### src/rtl/lpf_pkg.sv
package lpf_pkg;

    // One reading: sign, half digit, digits after point, three BCD digits (dig[2] is most significant)
    typedef struct packed {
        logic            neg;
        logic            half;
        logic [1:0]      frac;
        logic [2:0][3:0] dig;
    } fld_t;

    localparam int FLD_W = 16;
    localparam int COLS  = 6;

    localparam logic [7:0] C_SP     = 8'h20;
    localparam logic [7:0] C_PLUS   = 8'h2B;
    localparam logic [7:0] C_MINUS  = 8'h2D;
    localparam logic [7:0] C_DOT    = 8'h2E;
    localparam logic [7:0] C_DOLLAR = 8'h24;
    localparam logic [7:0] C_CR     = 8'h0D;
    localparam logic [7:0] C_ZERO   = 8'h30;

    typedef enum logic [1:0] {
        S_IDLE,
        S_SEND,
        S_WAIT_HI,
        S_WAIT_LO
    } st_t;

    function automatic logic [7:0] bcd_char(input logic [3:0] d);
        return C_ZERO + {4'h0, d};
    endfunction

endpackage

### src/rtl/lpf_char_gen.sv
module lpf_char_gen
    import lpf_pkg::*;
(
    input  fld_t       fld,
    input  logic       is_time,
    input  logic [2:0] col,
    output logic [7:0] ch
);

    logic [1:0] pt;
    logic [1:0] p;
    logic [1:0] idx;

    always_comb begin
        pt  = 2'd3 - fld.frac;
        p   = 2'(col - 3'd2);
        idx = 2'd0;
        ch  = C_SP;
        case (col)
            3'd0: ch = C_SP;
            3'd1: ch = is_time ? C_SP : (fld.neg ? C_MINUS : C_PLUS);
            default: begin
                if (p < pt) begin
                    idx = 2'd2 - p;
                    ch  = bcd_char(fld.dig[idx]);
                end else if (p == pt) begin
                    ch = fld.half ? C_DOLLAR : C_DOT;
                end else begin
                    idx = 2'd3 - p;
                    ch  = bcd_char(fld.dig[idx]);
                end
            end
        endcase
    end

endmodule

### src/rtl/lpf_ctrl.sv
module lpf_ctrl
    import lpf_pkg::*;
#(
    parameter int N_CH     = 20,
    parameter int WAIT_MAX = 1024,
    localparam int NF      = N_CH + 1,
    localparam int FW      = $clog2(NF + 1),
    localparam int WW      = $clog2(WAIT_MAX + 1)
) (
    input  logic          clk,
    input  logic          rst,
    input  logic          start_i,
    input  logic          busy_i,
    output logic          load_o,
    output logic          emit_o,
    output logic          last_o,
    output logic [FW-1:0] fidx_o,
    output logic [2:0]    col_o,
    output logic          done_o
);

    st_t           st;
    logic          pend;
    logic [FW-1:0] fidx;
    logic [2:0]    col;
    logic [WW-1:0] wcnt;

    assign load_o = (st == S_IDLE) && (start_i || pend);
    assign emit_o = (st == S_SEND) && !busy_i;
    assign last_o = (fidx == FW'(NF));
    assign fidx_o = fidx;
    assign col_o  = col;

    always_ff @(posedge clk) begin
        if (rst) begin
            st     <= S_IDLE;
            pend   <= 1'b0;
            fidx   <= '0;
            col    <= '0;
            wcnt   <= '0;
            done_o <= 1'b0;
        end else begin
            done_o <= 1'b0;
            if (start_i && st != S_IDLE) pend <= 1'b1;
            case (st)
                S_IDLE: begin
                    if (start_i || pend) begin
                        st   <= S_SEND;
                        pend <= 1'b0;
                        fidx <= '0;
                        col  <= '0;
                    end
                end
                S_SEND: begin
                    if (!busy_i) begin
                        if (last_o) begin
                            st   <= S_WAIT_HI;
                            wcnt <= '0;
                        end else if (col == 3'(COLS - 1)) begin
                            col  <= '0;
                            fidx <= fidx + 1'b1;
                        end else begin
                            col <= col + 1'b1;
                        end
                    end
                end
                S_WAIT_HI: begin
                    if (busy_i) begin
                        st <= S_WAIT_LO;
                    end else if (wcnt == WW'(WAIT_MAX - 1)) begin
                        st     <= S_IDLE;
                        done_o <= 1'b1;
                    end else begin
                        wcnt <= wcnt + 1'b1;
                    end
                end
                S_WAIT_LO: begin
                    if (!busy_i) begin
                        st     <= S_IDLE;
                        done_o <= 1'b1;
                    end
                end
                default: st <= S_IDLE;
            endcase
        end
    end

endmodule

### src/rtl/lpf_line_fmt.sv
module lpf_line_fmt
    import lpf_pkg::*;
#(
    parameter int N_CH     = 20,
    parameter int WAIT_MAX = 1024,
    localparam int NF      = N_CH + 1,
    localparam int FW      = $clog2(NF + 1)
) (
    input  logic                  clk,
    input  logic                  rst,
    input  logic                  start_i,
    input  logic [FLD_W-1:0]      time_i,
    input  logic [FLD_W*N_CH-1:0] chan_i,
    input  logic                  busy_i,
    output logic [7:0]            char_o,
    output logic                  char_stb_o,
    output logic                  done_o
);

    logic          load;
    logic          emit;
    logic          last;
    logic [FW-1:0] fidx;
    logic [2:0]    col;
    fld_t          snap [0:NF-1];
    fld_t          cur;
    logic [7:0]    gen_ch;

    lpf_ctrl #(.N_CH(N_CH), .WAIT_MAX(WAIT_MAX)) u_ctrl (
        .clk     (clk),
        .rst     (rst),
        .start_i (start_i),
        .busy_i  (busy_i),
        .load_o  (load),
        .emit_o  (emit),
        .last_o  (last),
        .fidx_o  (fidx),
        .col_o   (col),
        .done_o  (done_o)
    );

    for (genvar k = 0; k < NF; k++) begin : g_snap
        always_ff @(posedge clk) begin
            if (load) begin
                if (k == 0) snap[k] <= fld_t'(time_i);
                else        snap[k] <= fld_t'(chan_i[(k-1)*FLD_W +: FLD_W]);
            end
        end
    end

    always_comb begin
        cur = '0;
        if (fidx < FW'(NF)) cur = snap[fidx];
    end

    lpf_char_gen u_gen (
        .fld     (cur),
        .is_time (fidx == '0),
        .col     (col),
        .ch      (gen_ch)
    );

    always_ff @(posedge clk) begin
        if (rst) begin
            char_stb_o <= 1'b0;
            char_o     <= '0;
        end else begin
            char_stb_o <= emit;
            if (emit) char_o <= last ? C_CR : gen_ch;
        end
    end

endmodule

### config.mk
export PLATFORM = sky130hd
export DESIGN_NAME = lpf_line_fmt
export DESIGN_NICKNAME = d
export VERILOG_FILES = /design/src/rtl/lpf_pkg.sv /design/src/rtl/lpf_char_gen.sv /design/src/rtl/lpf_ctrl.sv /design/src/rtl/lpf_line_fmt.sv
export SDC_FILE = /design/constraint.sdc
export NUM_CORES = 1
export LEC_CHECK = 0
export ABC_AREA = 1
export CAP_MARGIN = 20
export CORE_AREA = 3 3 234 236
export CTS_BUF_LIST = sky130_fd_sc_hd__clkbuf_16
export DETAILED_ROUTE_END_ITERATION = 10
export DIE_AREA = 0 0 237 239
export PLACE_DENSITY_LB_ADDON = 0.3
export RECOVER_POWER = 100
export SLEW_MARGIN = 40
export SYNTH_ARGS = -nofsm -noshare
export SYNTH_HDL_FRONTEND = slang
export SYNTH_HIERARCHICAL = 1
export SYNTH_SLANG_ARGS = --single-unit
### constraint.sdc
create_clock -name clk -period 9.3 [get_ports clk]
set_input_delay 0.93 -clock clk [delete_from_list [all_inputs] [get_ports clk]]
set_output_delay 0.93 -clock clk [all_outputs]
set_load 0.03 [all_outputs]
# Word-level counts from Yosys, hierarchy flattened
# Memory sizes are Yosys's and may differ from the RTL's. A register that Yosys moved wholly into a read port is not among the register bits.
# Index checks and enable logic that the tools add are counted.
# op_classes
div	0
addsub	9
magnitude_cmp	4
mux	45
n_bitwise	0
shift	0
multipliers	0
n_eq_ne	17
n_reduce_logical	15
# op_table
op	n
11-bit two-way mux	4
8-bit two-way mux	4
5-bit two-way mux	6
11-bit case mux with 2 select lines	1
4-bit binary-select mux with 2-bit select	2
16-bit two-way mux	1
2-bit inequality test, second input constant	8
8-bit case mux with 2 select lines	1
3-bit two-way mux	5
5-bit AND reduction	3
6-bit by 4-bit adder with 7-bit output, first input constant	2
2-bit two-way mux	6
4-bit two-way mux	3
11-bit by 1-bit adder with 11-bit output, second input constant	1
11-bit by 10-bit == test with 1-bit output, second input constant	1
5-bit case mux with 2 select lines	1
1-bit two-way mux	8
2-bit case mux with 4 select lines	1
2-bit by 3-bit less-than comparator with 1-bit output, second input constant	2
3-bit case mux with 2 select lines	1
2-bit nonzero test	3
2-bit subtractor, first input constant	3
5-bit by 1-bit adder with 5-bit output, second input constant	1
5-bit == test, second input constant	1
18 further kinds	21
# word_totals
latchBits	0
inputBits	340
ram_bits	336
rom_bits	0
regBits	32
wordCells	99
n_memories	1
# memory_table
name	words	width	read_ports	rd_clocked_by_memory_dff	write_ports	line_no	source
snap	21	16	1	1	21	lpf_line_fmt.sv:25	fld_t snap [0:NF-1];

# Longest topological paths before layout
# logic_depth
depth_word	9
depth_mapped	22

# By module
# Netlist, hierarchy kept.
# by_module_without_submodules
module	n_inst	cells_each	area_each_um2	seq_area_each_um2
lpf_line_fmt	1	1120	13795.7	10269.8
lpf_ctrl	1	219	1520.2	460.4
lpf_char_gen	1	98	462.9	0.0

# Worst setup path after synthesis
# OpenSTA, ideal clock, no wires.
# synth_timing
path_type	input to register
startpoint	input port start_i
endpoint	memory snap[0][0] (netlist bit) (enable)
n_path_buf	0
stages	4
t_arrival_ns	7.591
path_slack_ns	1.025
setup_time_ns	0.685
required_ns	8.615
path_cell_list	nor2_1 -> inv_1 -> nand2_1 -> inv_1
# synth_rtl
element	line_no	source
start, declared	lpf_line_fmt.sv:11	input logic start_i,
end, declared	lpf_line_fmt.sv:25	

==> impl_metrics.yaml <==
run_status:
  status: "finished with violations"
  violations: "max-capacitance violations, max-slew violations"
power_and_ir_drop:
  power_density_nw_per_um2: 269.6
  p_comb_frac: 0.256
  irDropWorstVdd_v: 0.0001704
  p_sw_mw: 1.862
  clkPwrFrac: 0.294
  swShare: 0.3263
  power.internal_mw: 3.844
  seqPwrFrac: 0.450
  leakagePower_nw: 7.890
placement:
  gp_congestion: 0.8775
  io_buffers: 349
  place_area_sq_um: 19820
  place_hpwl_mm: 35.30
floorplan:
  die_height_um: 239
  coreArea_sq_um: 52660
  die_area_sq_um: 56640
  io_pins: 350
  start_util: 0.2997
  row_count: 84
  fp.dieW_um: 237
global_routing:
  grt_max_degree: 109
  grt_overflow: 0
  grt_first_pass_wirelength_mm: 72.68
  antenna_found_initial: 13
  track_usage: 0.1706
  grt_pass1_vias: 11772
worst_setup_path:
  arrival_ns: 6.22
  cp_slowest_stage_delay_ns: 2.71
  crit_chain: "dlygate4sd3_1 -> nor2_1 -> inv_1 -> nand2_1 -> clkinvlp_2 -> buf_12 -> buf_16"
  r2r-start: "u_ctrl/fidx_o[0]"
  path_depth: 7
  start_kind: "input pin"
  crit_required_ns: 9.51
  r2r_cells: 17
  endpoint_kind: "register"
  r2r_end: "char_o[2]"
  crit_path_start: "start_i"
  ff2ff_setup_slack_ns: 3.55
  critPathKind: "in -> reg"
  cpLargestDelayFamily: "buffers and inverters"
  crit_fanout: 108
  endpoint: "snap[13][1]"
  cp_num_buf_inv: 5
  slowest_stage: "clkinvlp_2"
clock_tree:
  clkTransAtPathRegs_ns: 0.06
  clock-sinks: 368
  numCtsBuffers: 42
  ctsHoldBuffers: 0
  clock-root-buffer: "clkbuf_16"
  cts_setup_buffers: 0
  htreeDepth: 2
  cts_tree: "built"
  cts_buffer_depth: 3
  clock_latency_ns: 0.56
  cts_resized: 0
drt:
  wl_mm: 49.63
  route.detailed.drc: 0
  routed_via_density: 4.695
  drtPass1Iterations: 5
  vias: 11729
  drtIter0Drc: 988
  drt-wirelength-per-cell_um: 19.87
  ant_nets: 0
synthesis:
  avgSynthCellArea_sq_um: 10.98
  syn_area_sq_um: 15780
  ys.flop_type: "edfxtp_1"
  synth-edff-count: 336
  synth_cells: 1437
  yosysWarnings: 6
  synthArstFlopShare: 0
  ys_seq_area_frac: 0.6800
  ys_ff_latch: 368
  synth_cell_type_count: 44
layout:
  layout_common_cells: "dlygate4sd3_1, edfxtp_1, nor2_1"
  synthToLayoutAreaGrowth_pct: 34.14
  design_area_sq_um: 21170
  drive_above_1_share: 0.06160
  layout_commonest_cell: "dlygate4sd3_1"
  nNetsFinal: 2117
timing:
  fin_crit_sh: 0.6464
  fmax_mhz: 166.3
  setup_tns_ns: 0
  rsz0062_at_grt: "no"
  finalSetupViolCount: 0
  finalCriticalPeriod_ns: 6.012
  finClkSkew_ns: 0.02491
  final_max_slew_viol_count: 141
  tightest_slew_ns: 3.709
  slew-limit-headroom: -1.486
  finalHoldViolCount: 0
hold_path:
  min_path_type: "reg -> reg"
flow_run:
  drv_cap: 2
## worst min-delay path by stage
stage	from	slack [ns]	depth (start not counted)	endpoint
2_1_floorplan	u_ctrl/wcnt[0]	0.46	1	u_ctrl/wcnt[0]
3_3_place_gp	char_o[5]	0.46	2	char_o[5]
3_5_place_dp	char_o[7]	0.46	2	char_o[7]
4_1_cts	char_o[7]	0.47	2	char_o[7]
5_1_grt	char_o[7]	0.48	2	char_o[7]
6_report	char_o[7]	0.46	2	char_o[7]
## final cells by class
cell class | instances | area, sq um
antenna | 8 | 20.02
clock buffer | 43 | 1076
clock inverter | 33 | 319.1
fill | 4987 | 31490
inverter | 91 | 352.8
multi-input combinational | 907 | 4198
sequential | 368 | 10730
tap | 688 | 860.8
timing repair buffer | 360 | 3605
## synth_stat cells, types with 3 or more instances
cell type  number  area [sq um]
and3_1          4         25.02
nor2_2          4         25.02
buf_4          17         127.6
buf_6          11         123.9
o22ai_1        13         81.33
dfxtp_1        32         640.6
o221ai_1       13         113.9
inv_1          82         307.8
or2_1           9         56.30
nand2_2         5         31.28
o21ai_0       130         650.6
nor2_1        268          1006
edfxtp_1      336         10090
a21oi_2        11         96.34
or2_2           5         31.28
ha_1            7         87.58
inv_2           6         22.52
clkbuf_1       23         86.33
o211ai_1        3         22.52
nand3_1        88         440.4
nand4_1         3         18.77
nor3_1         24         120.1
nor2_4          6         67.56
o21ai_1        32         160.2
nand2_1       241         904.6
nand3_2         7         70.07
buf_2          17         85.08
a21oi_1        19         95.09
## worst reg2reg max path: stages, from the launching register on
cell and delay (ns):
dfxtp_1 1.25, clkbuf_1 2.17, nor2_1 0.29, nor3_2 0.28
nor2_1 0.07, nand2_1 0.07, nand3_1 0.09, a21oi_1 0.20
inv_1 0.07, ha_1 0.27, nand2_1 0.12, inv_1 0.07
nor2_1 0.20, nand3_1 0.10, nand3_1 0.08, o21ai_0 0.08
nor2_1 0.10, nor3_1 0.06
## routing by layer
layer | routed length (um) | up-vias | GRT usage
met2 | 24070 | 389 | 0.2890
met5 | 34 | - | 0
li1 | - | 5626 | -
met3 | 3024 | 72 | 0.04015
met4 | 992 | 6 | 0.03793
met1 | 21510 | 5636 | 0.2229
## registers in the layout, indices dropped and copies added (netlist names)
signal	count
u_ctrl/pend	1
char_stb_o	1
u_ctrl/done_o	1
char_o	8
snap	336
u_ctrl/wcnt	11
u_ctrl/st	2
u_ctrl/col_o	3
u_ctrl/fidx_o	5
## per-stage QoR
step           worst slack (ns)  instances  hold WS, ns  utilization  power [mW]
2_1_floorplan             1.025       1438       0.4622            -       3.659
3_3_place_gp              5.524       2413       0.4570       0.3757       4.066
3_5_place_dp              5.659       2414       0.4622       0.3764       4.095
4_1_cts                   5.635       2490       0.4714       0.4029       5.798
5_1_grt                   2.770       2491       0.4847       0.4016       6.045
6_report                  3.288       2498       0.4643       0.4020       5.706
## power groups by stage
| stage | Combinational [mW] | Sequential, mW | Clock [mW] |
|---|---|---|---|
| 4_1_cts | 1.52 | 2.55 | 1.73 |
| 2_1_floorplan | 0.974 | 2.69 | 0 |
| 3_3_place_gp | 1.48 | 2.58 | 0 |
| 3_5_place_dp | 1.52 | 2.58 | 0 |
| 5_1_grt | 1.65 | 2.61 | 1.79 |
| 6_report | 1.46 | 2.57 | 1.67 |
## cells by family (layout without fill, tap and decap cells)
group                      Yosys count  in the layout  share of synthesized area
xor gates and xnor gates             3              3                   0.001666
DFF                                368            368                     0.6800
other                                2             11                  0.0004760
buffers and inverters              163            527                    0.05099
adders and majority gates            7              7                   0.005550
AOI/OAI and AO/OA                  224            224                    0.07930
and+or+nand+nor                    670            670                     0.1820
No activity file was read; power rests on OpenSTA's default activity.
